`config.mk`:
```
export PLATFORM = sky130hd
export DESIGN_NAME = crport_sequencer
export DESIGN_NICKNAME = d
export VERILOG_FILES = /design/src/rtl/crp_pkg.sv /design/src/rtl/crp_regs.sv /design/src/rtl/crp_fifo.sv /design/src/rtl/crp_engine.sv /design/src/rtl/crport_sequencer.sv
export SDC_FILE = /design/constraint.sdc
export NUM_CORES = 1
export LEC_CHECK = 0
export ABC_AREA = 1
export BUFFER_PORTS_ARGS = -buffer_cell sky130_fd_sc_hd__buf_4
export CAP_MARGIN = 30
export CELL_PAD_IN_SITES_DETAIL_PLACEMENT = 1
export CELL_PAD_IN_SITES_GLOBAL_PLACEMENT = 2
export CORE_ASPECT_RATIO = 1.1
export CORE_UTILIZATION = 36
export CTS_BUF_LIST = sky130_fd_sc_hd__clkbuf_4 sky130_fd_sc_hd__clkbuf_8
export DETAILED_ROUTE_END_ITERATION = 16
export GPL_ROUTABILITY_DRIVEN = 0
export PLACE_DENSITY = 0.87
export SETUP_SLACK_MARGIN = 0.5
export SLEW_MARGIN = 20
export SYNTH_ARGS = -nofsm -noshare
export SYNTH_HDL_FRONTEND = slang
export SYNTH_SLANG_ARGS = --single-unit
```
`constraint.sdc`:
```
create_clock -name clk -period 3.7 [get_ports clk]
set_input_delay 0.185 -clock clk [delete_from_list [all_inputs] [get_ports clk]]
set_output_delay 0.185 -clock clk [all_outputs]
set_load 0.05 [all_outputs]
```
`src/rtl/crp_pkg.sv`:
```
// Shared types and register-window constants for the control-port sequencer.
// Assumes a 16-bit port data bus and a 32-bit host register bus.
package crp_pkg;

    localparam int CR_W = 16;

    // Host register window
    localparam logic [2:0] RA_CTRL  = 3'd0;
    localparam logic [2:0] RA_STAT  = 3'd1;
    localparam logic [2:0] RA_BASE  = 3'd2;
    localparam logic [2:0] RA_COUNT = 3'd3;
    localparam logic [2:0] RA_GO    = 3'd4;

    // Step kinds of a port transaction
    typedef enum logic [1:0] {PH_ADDR, PH_DATA, PH_WRITE, PH_READ} phase_e;

    // Sequencer states: strobe high, strobe released, waiting for buffer space
    typedef enum logic [1:0] {S_IDLE, S_HI, S_LO, S_PUSH} seq_state_e;

    // Packed so that bit 0..3 match control-word bits 16..19
    typedef struct packed {
        logic rd;
        logic wr;
        logic cap_data;
        logic cap_addr;
    } strobe_t;

    typedef struct packed {
        logic [CR_W-1:0] off;
        logic [CR_W-1:0] data;
    } rd_entry_t;

endpackage

```
`src/rtl/crp_regs.sv`:
```
// Host register window: manual control word, status, base, count and launch.
// Assumes single-cycle accesses (ready tied high) and that the launch pulse
// is consumed by an engine that is idle whenever busy is low.
module crp_regs
    import crp_pkg::*;
(
    input  logic            clk,
    input  logic            rst_n,
    input  logic            reg_valid,
    input  logic            reg_write,
    input  logic [2:0]      reg_addr,
    input  logic [31:0]     reg_wdata,
    output logic [31:0]     reg_rdata,
    input  logic            busy,
    input  logic            err,
    input  logic [CR_W-1:0] port_dout,
    input  logic            port_ack,
    output strobe_t         man_strobe,
    output logic [CR_W-1:0] man_data,
    output logic [CR_W-1:0] base_q,
    output logic [CR_W-1:0] count_q,
    output logic            go,
    output logic            go_wr,
    output logic [CR_W-1:0] go_val
);

    logic [19:0] ctrl_q;
    logic        wr_ok;

    // Writes are accepted only while no sequence runs
    always_comb wr_ok = reg_valid && reg_write && !busy;

    // Register updates for the writable words
    always_ff @(posedge clk) begin
        if (!rst_n) begin
            ctrl_q  <= '0;
            base_q  <= '0;
            count_q <= CR_W'(1);
        end else if (wr_ok) begin
            case (reg_addr)
                RA_CTRL:  ctrl_q  <= reg_wdata[19:0];
                RA_BASE:  base_q  <= reg_wdata[CR_W-1:0];
                RA_COUNT: count_q <= reg_wdata[CR_W-1:0];
                default:  ;
            endcase
        end
    end

    // Launch decode
    always_comb begin
        go     = wr_ok && (reg_addr == RA_GO) && reg_wdata[0];
        go_wr  = reg_wdata[1];
        go_val = reg_wdata[31:16];
    end

    // Manual strobes and data come straight from the control word
    always_comb begin
        man_strobe = strobe_t'(ctrl_q[19:16]);
        man_data   = ctrl_q[15:0];
    end

    // Read mux
    always_comb begin
        case (reg_addr)
            RA_CTRL:  reg_rdata = {12'd0, ctrl_q};
            RA_STAT:  reg_rdata = {13'd0, err, busy, port_ack, port_dout};
            RA_BASE:  reg_rdata = {16'd0, base_q};
            RA_COUNT: reg_rdata = {16'd0, count_q};
            default:  reg_rdata = '0;
        endcase
    end


    base_hold_chk: assert property (@(posedge clk) disable iff (!rst_n)
        (busy && reg_valid && reg_write && reg_addr == RA_BASE) |=> $stable(base_q));

endmodule

```
`src/rtl/crp_fifo.sv`:
```
// Result buffer: a first-in first-out queue with valid/ready on the read side.
// Assumes DEPTH is a power of two; the writer never pushes while full.
module crp_fifo #(
    parameter int DEPTH = 4,
    parameter int W     = 32
) (
    input  logic         clk,
    input  logic         rst_n,
    input  logic         wr_en,
    input  logic [W-1:0] wr_data,
    output logic         full,
    output logic         rd_valid,
    input  logic         rd_ready,
    output logic [W-1:0] rd_data
);

    localparam int AW = $clog2(DEPTH);

    logic [W-1:0] mem [DEPTH];
    logic [AW:0]  wp_q, rp_q;
    logic         pop;

    // Occupancy flags from the wrap-extended pointers
    always_comb begin
        full     = (wp_q[AW] != rp_q[AW]) && (wp_q[AW-1:0] == rp_q[AW-1:0]);
        rd_valid = (wp_q != rp_q);
        pop      = rd_valid && rd_ready;
        rd_data  = mem[rp_q[AW-1:0]];
    end

    // Pointer advance
    always_ff @(posedge clk) begin
        if (!rst_n) begin
            wp_q <= '0;
            rp_q <= '0;
        end else begin
            if (wr_en) wp_q <= wp_q + 1'b1;
            if (pop)   rp_q <= rp_q + 1'b1;
        end
    end

    // Storage write
    always_ff @(posedge clk) begin
        if (wr_en) mem[wp_q[AW-1:0]] <= wr_data;
    end


    no_push_full_chk: assert property (@(posedge clk) disable iff (!rst_n)
        wr_en |-> !full);

endmodule

```
`src/rtl/crp_engine.sv`:
```
// Handshake sequencer: runs address/capture/commit steps or read bursts on the
// control-register port, bounding every acknowledge wait by TIMEOUT cycles.
// Assumes go only pulses while busy is low and that fifo_full is registered.
module crp_engine
    import crp_pkg::*;
#(
    parameter int MAX_COUNT = 66,
    parameter int MAX_BASE  = 32'h201F,
    parameter int TIMEOUT   = 500000
) (
    input  logic            clk,
    input  logic            rst_n,
    input  logic            go,
    input  logic            go_wr,
    input  logic [CR_W-1:0] go_val,
    input  logic [CR_W-1:0] base,
    input  logic [CR_W-1:0] count,
    input  logic            port_ack,
    input  logic [CR_W-1:0] port_dout,
    input  logic            fifo_full,
    output logic            busy,
    output logic            err,
    output strobe_t         seq_strobe,
    output logic [CR_W-1:0] seq_data,
    output logic            push,
    output rd_entry_t       push_entry
);

    localparam int          TW     = $clog2(TIMEOUT + 1);
    localparam logic [TW-1:0] T_LAST = TW'(TIMEOUT - 1);

    seq_state_e      state_q;
    phase_e          phase_q;
    logic [CR_W-1:0] off_q, left_q, wval_q, rdat_q;
    logic [TW-1:0]   timer_q;
    logic            is_wr_q, busy_q, err_q;
    logic            bad_cmd, at_level, timer_exp;

    // Launch validation against the offset and count limits
    always_comb begin
        bad_cmd = (base > CR_W'(MAX_BASE)) ||
                  (!go_wr && ((count == '0) || (count > CR_W'(MAX_COUNT))));
    end

    // Awaited acknowledge level for the current wait and its deadline
    always_comb begin
        at_level  = (state_q == S_HI) ? port_ack : !port_ack;
        timer_exp = (timer_q == T_LAST);
    end

    // Main sequencing state machine
    always_ff @(posedge clk) begin
        if (!rst_n) begin
            state_q <= S_IDLE;
            phase_q <= PH_ADDR;
            off_q   <= '0;
            left_q  <= '0;
            wval_q  <= '0;
            rdat_q  <= '0;
            timer_q <= '0;
            is_wr_q <= 1'b0;
            busy_q  <= 1'b0;
            err_q   <= 1'b0;
        end else begin
            case (state_q)
                S_IDLE: begin
                    if (go) begin
                        err_q <= bad_cmd;
                        if (!bad_cmd) begin
                            busy_q  <= 1'b1;
                            state_q <= S_HI;
                            phase_q <= PH_ADDR;
                            off_q   <= base;
                            left_q  <= count;
                            is_wr_q <= go_wr;
                            wval_q  <= go_val;
                            timer_q <= '0;
                        end
                    end
                end
                S_HI, S_LO: begin
                    if (at_level) begin
                        timer_q <= '0;
                        if (state_q == S_HI) begin
                            if (phase_q == PH_READ) rdat_q <= port_dout;
                            state_q <= S_LO;
                        end else begin
                            case (phase_q)
                                PH_ADDR: begin
                                    phase_q <= is_wr_q ? PH_DATA : PH_READ;
                                    state_q <= S_HI;
                                end
                                PH_DATA: begin
                                    phase_q <= PH_WRITE;
                                    state_q <= S_HI;
                                end
                                PH_WRITE: begin
                                    state_q <= S_IDLE;
                                    busy_q  <= 1'b0;
                                end
                                default: state_q <= S_PUSH;
                            endcase
                        end
                    end else if (timer_exp) begin
                        state_q <= S_IDLE;
                        busy_q  <= 1'b0;
                        err_q   <= 1'b1;
                    end else begin
                        timer_q <= timer_q + 1'b1;
                    end
                end
                default: begin
                    if (!fifo_full) begin
                        if (left_q == CR_W'(1)) begin
                            state_q <= S_IDLE;
                            busy_q  <= 1'b0;
                        end else begin
                            left_q  <= left_q - 1'b1;
                            off_q   <= off_q + 1'b1;
                            phase_q <= PH_ADDR;
                            state_q <= S_HI;
                        end
                    end
                end
            endcase
        end
    end

    // Strobe and bus drive for the current step
    always_comb begin
        seq_strobe = '0;
        if (state_q == S_HI) begin
            case (phase_q)
                PH_ADDR:  seq_strobe.cap_addr = 1'b1;
                PH_DATA:  seq_strobe.cap_data = 1'b1;
                PH_WRITE: seq_strobe.wr       = 1'b1;
                default:  seq_strobe.rd       = 1'b1;
            endcase
        end
        seq_data = ((phase_q == PH_DATA) || (phase_q == PH_WRITE)) ? wval_q : off_q;
    end

    // Buffer push and flag outputs
    always_comb begin
        push       = (state_q == S_PUSH) && !fifo_full;
        push_entry = '{off: off_q, data: rdat_q};
        busy       = busy_q;
        err        = err_q;
    end


    reject_chk: assert property (@(posedge clk) disable iff (!rst_n)
        (go && bad_cmd) |=> (err_q && !busy_q));


    timeout_chk: assert property (@(posedge clk) disable iff (!rst_n)
        (((state_q == S_HI) || (state_q == S_LO)) && !at_level && timer_exp)
        |=> (err_q && !busy_q));


    release_chk: assert property (@(posedge clk) disable iff (!rst_n)
        $fell(|seq_strobe) |-> ($past(port_ack) || err_q));


    off_step_chk: assert property (@(posedge clk) disable iff (!rst_n)
        (busy_q && $past(busy_q) && (off_q != $past(off_q)))
        |-> (off_q == $past(off_q) + 16'd1));

endmodule

```
`src/rtl/crport_sequencer.sv`:
```
// Top: host register window, handshake sequencer and result buffer for a
// control-register port. The port follows the manual control word while idle
// and the sequencer while busy.
module crport_sequencer
    import crp_pkg::*;
#(
    parameter int FIFO_DEPTH = 4,
    parameter int MAX_COUNT  = 66,
    parameter int MAX_BASE   = 32'h201F,
    parameter int TIMEOUT    = 500000
) (
    input  logic        clk,
    input  logic        rst_n,
    input  logic        reg_valid,
    output logic        reg_ready,
    input  logic        reg_write,
    input  logic [2:0]  reg_addr,
    input  logic [31:0] reg_wdata,
    output logic [31:0] reg_rdata,
    output logic [15:0] cr_data_in,
    output logic        cr_cap_addr,
    output logic        cr_cap_data,
    output logic        cr_write,
    output logic        cr_read,
    input  logic [15:0] cr_data_out,
    input  logic        cr_ack,
    output logic        rd_valid,
    input  logic        rd_ready,
    output logic [15:0] rd_offset,
    output logic [15:0] rd_data,
    output logic        busy,
    output logic        err
);

    localparam int ENTRY_W = $bits(rd_entry_t);

    strobe_t          man_strobe, seq_strobe, port_strobe;
    logic [CR_W-1:0]  man_data, seq_data, base_q, count_q, go_val;
    logic             go, go_wr, push, fifo_full, eng_busy, eng_err;
    rd_entry_t        push_entry, head;

    crp_regs u_regs (
        .clk        (clk),
        .rst_n      (rst_n),
        .reg_valid  (reg_valid),
        .reg_write  (reg_write),
        .reg_addr   (reg_addr),
        .reg_wdata  (reg_wdata),
        .reg_rdata  (reg_rdata),
        .busy       (eng_busy),
        .err        (eng_err),
        .port_dout  (cr_data_out),
        .port_ack   (cr_ack),
        .man_strobe (man_strobe),
        .man_data   (man_data),
        .base_q     (base_q),
        .count_q    (count_q),
        .go         (go),
        .go_wr      (go_wr),
        .go_val     (go_val)
    );

    crp_engine #(
        .MAX_COUNT (MAX_COUNT),
        .MAX_BASE  (MAX_BASE),
        .TIMEOUT   (TIMEOUT)
    ) u_engine (
        .clk        (clk),
        .rst_n      (rst_n),
        .go         (go),
        .go_wr      (go_wr),
        .go_val     (go_val),
        .base       (base_q),
        .count      (count_q),
        .port_ack   (cr_ack),
        .port_dout  (cr_data_out),
        .fifo_full  (fifo_full),
        .busy       (eng_busy),
        .err        (eng_err),
        .seq_strobe (seq_strobe),
        .seq_data   (seq_data),
        .push       (push),
        .push_entry (push_entry)
    );

    crp_fifo #(
        .DEPTH (FIFO_DEPTH),
        .W     (ENTRY_W)
    ) u_fifo (
        .clk      (clk),
        .rst_n    (rst_n),
        .wr_en    (push),
        .wr_data  (push_entry),
        .full     (fifo_full),
        .rd_valid (rd_valid),
        .rd_ready (rd_ready),
        .rd_data  (head)
    );

    // Port ownership: sequencer while busy, manual word otherwise
    always_comb begin
        port_strobe = eng_busy ? seq_strobe : man_strobe;
        cr_data_in  = eng_busy ? seq_data   : man_data;
        cr_cap_addr = port_strobe.cap_addr;
        cr_cap_data = port_strobe.cap_data;
        cr_write    = port_strobe.wr;
        cr_read     = port_strobe.rd;
        rd_offset   = head.off;
        rd_data     = head.data;
        busy        = eng_busy;
        err         = eng_err;
        reg_ready   = 1'b1;
    end


    port_onehot_chk: assert property (@(posedge clk) disable iff (!rst_n)
        eng_busy |-> $onehot0({cr_read, cr_write, cr_cap_data, cr_cap_addr}));

endmodule

```
## Word-level counts from Yosys, hierarchy flattened

Memories as Yosys holds them, arrays and structs flattened. A register that Yosys moved wholly into a read port is not among the register bits.
Index checks and enable logic that the tools add are counted.

- Register bits after elaboration: 148
- Latch bits: 0
- Bits in writable memories: 128
- Bits in read-only memories: 0
- Bits of input ports: 57
- Output and inout bits: 88
- Memories: 1

Memories:

| memory | words | width | rd ports | clocked after memory_dff | wr ports | line | source |
|---|---|---|---|---|---|---|---|
| u_fifo.mem | 4 | 32 | 1 | 1 | 1 | crp_fifo.sv:19 | `logic [W-1:0] mem [DEPTH];` |

- Add/sub/neg operators: 5
- Multipliers: 0
- Div/mod/pow operators: 0
- $lt $le $gt $ge: 2
- Equal/unequal tests: 30
- Shift operators: 0
- Mux-type cells: 60
- Bitwise gates (word level): 2
- Reduce and logical (&&, ||, !) cells: 35

Operators by type and width:

| kind | number |
|---|---|
| 16-bit two-way mux | 10 |
| 20-bit one-hot mux with 4 select lines | 1 |
| 19-bit two-way mux | 4 |
| 16-bit one-hot mux with 2 select lines | 2 |
| 19-bit one-hot mux with 2 select lines | 1 |
| 2-bit two-way mux | 15 |
| 19-bit by 1-bit adder with 19-bit output (second input constant) | 1 |
| 19-bit == test (second input constant) | 1 |
| 1-bit two-way mux | 19 |
| 16-bit by 1-bit adder with 16-bit output (second input constant) | 1 |
| 16-bit by 1-bit == test with 1-bit output (second input constant) | 1 |
| 16-bit by 14-bit > comparator with 1-bit output (second input constant) | 1 |
| 16-bit by 7-bit > comparator with 1-bit output (second input constant) | 1 |
| 16-bit zero test | 1 |
| 2-bit one-hot mux with 2 select lines | 4 |
| 4-bit AND reduction | 4 |
| 16-bit by 1-bit subtractor with 16-bit output (second input constant) | 1 |
| 7-bit AND reduction | 2 |
| 2-bit != test (second input constant) | 6 |
| 3-bit != test (second input constant) | 4 |
| 2-bit == test (second input constant) | 4 |
| 1-bit logical AND | 8 |
| 4-bit two-way mux | 2 |
| 3-bit by 1-bit adder with 3-bit output (second input constant) | 2 |
| 23 further kinds | 38 |

## Logic depth before layout (Yosys ltp)

- Word-level depth: 7
- Depth in mapped cells: 14
- Depth with buffers taken out: 13

## By module

Synthesis repeated with hierarchy kept, for this count alone.

- Cell total of the unflattened synthesis: 1848
- Area total of the unflattened synthesis: 14064.7 sq um

Modules (own cells, without submodules):

| module | times used | cells each | area an instance (sq um) | sequential area each (sq um) |
|---|---|---|---|---|
| crp_engine | 1 | 918 | 5582.9 | 1801.7 |
| crp_fifo | 1 | 371 | 5220.0 | 4003.8 |
| crp_regs | 1 | 492 | 2984.1 | 1041.0 |
| crport_sequencer | 1 | 67 | 277.8 | 0.0 |

## Least setup slack after synthesis

No wires, ideal clock.

- Kind: register -> register
- Start point: reg u_fifo.rp_q[0]
- End point: mem u_fifo.mem[3][0], enable pin
- Library setup time: 0.424 ns
- Arrival time: 2.208 ns
- Setup slack: 1.068 ns
- Stages on the path, launching flop included: 7
- Buffers on the path: 0
- Clock period less this slack: 2.632 ns
- Cells stage by stage: dfxtp_1 > xnor2_1 > nand2_1 > nor2_1 > inv_1 > nand2_1 > nor2_1

- Longest elaborated chain between the ends: 6

Ends and longest elaborated chain:

| element | line | source |
|---|---|---|
| from (decl) | crp_fifo.sv:20 | `logic [AW:0] wp_q, rp_q;` |
| from (signal assigned) | crp_fifo.sv:38 | `if (pop) rp_q <= rp_q + 1'b1;` |
| 2-bit == test | crp_fifo.sv:25 | `full = (wp_q[AW] != rp_q[AW]) && (wp_q[AW-1:0] == rp_q[AW-1:0]);` |
| 1-bit logical AND | crp_fifo.sv:25 |  |
| 1-bit zero test | n/a |  |
| 1-bit logical AND | crp_engine.sv:145 | `push = (state_q == S_PUSH) && !fifo_full;` |
| 1-bit two-way mux | crp_fifo.sv:44 | `if (wr_en) mem[wp_q[AW-1:0]] <= wr_data;` |
| 1-bit two-way mux (not written as such) | crp_fifo.sv:44 |  |
| to (decl) | crp_fifo.sv:19 |  |

Every way passes these cells.

## Worst setup path after layout

- Start point: reg u_engine.phase_q[1]
- End point: out cr_data_in[2]

- Longest elaborated chain between the ends: 4
- Elaborated cells between the ends (all ways): 5
- Classes of those cells: 2 x eq/ne; 2 x mux; 1 x reduce/logical

Ends and longest elaborated chain:

| element | line | source |
|---|---|---|
| from (decl) | crp_engine.sv:33 | `phase_e phase_q;` |
| from (signal assigned) | crp_engine.sv:90 | `phase_q <= is_wr_q ? PH_DATA : PH_READ;` |
| 2-bit by 1-bit == test with 1-bit output or 2-bit == test (tied branches) | crp_engine.sv:140 | `seq_data = ((phase_q == PH_DATA) \|\| (phase_q == PH_WRITE)) ? wval_q : off_q;` |
| 1-bit logical OR * | crp_engine.sv:140 |  |
| 16-bit two-way mux * | crp_engine.sv:140 |  |
| 16-bit two-way mux * | crport_sequencer.sv:103 | `cr_data_in = eng_busy ? seq_data : man_data;` |
| to (decl) | crport_sequencer.sv:20 | `output logic [15:0] cr_data_in,` |

Mark *: on every way between the ends. The rest lies on a longest branch, timed or not.

==> summary.txt <==
Dpl hpwl - 30,600 um
Critical path type - flop to primary output
Worst reg2reg path startpoint - u_engine.state_q[1]
Post-placement cell count - 2,153
Post-Synthesis Cells - 1,599
H-tree levels - 2
Worst-case reg-to-reg path depth - 11
Leading area contributor after synthesis - edfxtp_1
First-pass GRT wire length - 69,300 um
WL/cell - 19.5 um
Net count reported at finish - 1,842
Worst Tran Pin Value - 915 ps
Vias after detailed routing - 12,000
Worst R2R End - u_engine.timer_q[1]
Final setup fails - 0
Worst Path Required - 3510 ps
Die width - 184 um
Critical Path Start Type - flop
Clock Tree Root - clkbuf_8
Crit path from - u_engine.phase_q[1]
Remaining global-route overflow - 0
Synthesized area per cell - 8.21 um2
Min-Delay Path Class - primary input to flop
Yosys cell types - 41
DRT Pass-1 Iters - 5
Area contributors post-synth - edfxtp_1, dfxtp_1, o21ai_0, nor2_1, nand2_1
Maximum clock rate - 335 MHz
Met2 Wirelength - 22,000 um
Status - finished, final reports clean
RSZ-0062 raised after global routing - false
Synthesis-to-layout area growth - 21.9%
Cell Pwr Density - 714 nW/um2
Met3 wire length - 1690 um
DRC errors left - 0
Pins over their slew limit - 0
Hold depth - 2
IO Pins - 145
Ys Warns - 0
Layout cells sized above 1 - 0.148
Final WL - 44,600 um
MaxCap Viol Count - 0
Leakage - 6.14 nW
Commonest non-fill, non-tap cell in the layout - nor2_1
GRT Total Usage - 0.240
Number of routed nets with antenna violations - 0
Vias per cell - 5.23
Hold_ws - 181 ps
Setup crit end - cr_data_in[2]
Cell Count, Final, Fillers Out - 2,290
Core area - 36,100 um2
Cell Rows - 73
Worst skew pair latency - 600 ps
Slew HR - 0.389
Die Area - 37,200 um2
Register clock-pin slew on the reported worst setup and hold paths - 60 ps
Tmin final - 2990 ps
Max VDD drop - 0.000419 V
Crit Path Max Fanout - 18
Die Span Y - 202 um
CTS sink count - 278
Setup TNS - 0 ps
Final Skew - 19.2 ps
Metal-1 WL - 19,000 um
Number of synthesized register bits - 278
Top Metal Used - met4
CTS tree - yes
Initial Util - 0.364
Final hold viol count - 0
CP Data Arrival Time - 2800 ps
Synth Cell Area - 13,100 um2
DRT iter0 DRCs - 693
Seq/Total Area, Yosys - 0.521
Top-area cell type share of the netlist area - 0.293
Initial antenna violation count - 1
Reg2Reg Setup Slack - 1110 ps
Vias in the first global route - 12,300
PostCTS Resize Cnt - 0
Nature of the critical path endpoint - primary output
CTS buffer count - 48
End-of-flow core utilization - 0.444
Most frequent cells in the layout - nor2_1, nand2_1, o21ai_0
Largest net degree at the start of global routing - 91
Period utilisation layout - 0.807
Port buffer count - 131
Longest Clk Path Bufs - 3
logic make-up after synthesis:
family                   after synthesis  synth area share
other                                  2          0.000572
flip-flops                           278             0.521
XOR/XNOR                              19            0.0127
buffers and inverters                253            0.0806
AND/OR/NAND/NOR                      609             0.193
adder cells (fa/ha/maj)               19            0.0181
AO/OA/AOI/OAI                        419             0.174
metrics by stage:
| step | power, mW | cell area [um2] | worst slack (ps) |
|---|---|---|---|
| finish | 11.4 | 16000 | 714 |
| global route | 12.1 | 16000 | 559 |
| CTS | 11.5 | 16000 | 696 |
| detailed placement | 8.57 | 14500 | 1040 |
| global placement | 8.43 | 14500 | 1030 |
| floorplan | 7.10 | 13200 | 1070 |
worst max-delay path, cell delays in order (launching register included):
cell and delay, ps:
dfxtp_1 410, inv_1 90, ha_1 680, buf_8 240
o21ai_0 110, a21oi_1 380, a21oi_1 80, buf_4 210
layer usage:
layer,global-route usage,vias up
met5,0,-
met4,0.113,0
met3,0.0348,106
met2,0.415,290
met1,0.291,5831
li1,-,5742
synth_stat cells (all sizes together):
master,number
o211ai,6
xnor2,5
o22ai,38
o21ai,202
o221ai,16
and3,1
ha,19
conb,2
o31ai,1
nor2,263
a22oi,16
clkbuf,62
or2,5
nand2,208
inv,151
xor2,14
and2,2
nor3,15
o21bai,3
a21oi,134
nand3b,1
dfxtp,150
nor4,5
buf,38
a21boi,1
edfxtp,128
clkinv,2
a31oi,2
nand3,98
nand4,11
how the worst min path moves through the flow:
stage | startpoint | endpoint | slack (ps)
4_1_cts | rst_n | u_regs.count_q[0] | 170
5_1_grt | rst_n | u_regs.count_q[0] | 200
3_3_place_gp | u_engine.wval_q[15] | u_engine.wval_q[15] | 440
3_5_place_dp | reg_wdata[29] | u_engine.wval_q[13] | 440
6_report | rst_n | u_regs.count_q[0] | 180
2_1_floorplan | reg_wdata[0] | u_regs.count_q[0] | 300
timing repair:
action | in CTS | in global routing
buffers inserted | 0 | 0
endpoints found under the hold margin | 89 | 0
endpoints found under the setup margin | 0 | 0
hold buffers | 49 | 0
cell type report:
type	count	area, um2
Inverter	153	577
Fill cell	4302	20100
Multi-Input combinational cell	1079	5280
Tap cell	487	609
Clock inverter	16	103
Sequential cell	278	6850
Clock buffer	70	888
Timing Repair Buffer	206	1700
Antenna cell	1	2.50
sequential cells by signal (all words and copies together), names as in the netlist, 2 cells and up, named ones only:
name              count
u_engine.left_q      16
u_engine.off_q       16
u_engine.phase_q      2
u_engine.rdat_q      16
u_engine.state_q      2
u_engine.timer_q     19
u_engine.wval_q      16
u_fifo.mem          128
u_fifo.rp_q           3
u_fifo.wp_q           3
u_regs.base_q        16
u_regs.count_q       16
u_regs.ctrl_q        20
where the power goes:
part | total (mW) | leakage [nW] | switching, mW | internal (mW)
registers | 3.62 | 2.42 | 0.205 | 3.41
clock network | 2.88 | 0.528 | 1.32 | 1.56
logic | 4.94 | 3.19 | 3.58 | 1.36
(Power assumes the default switching activity.)
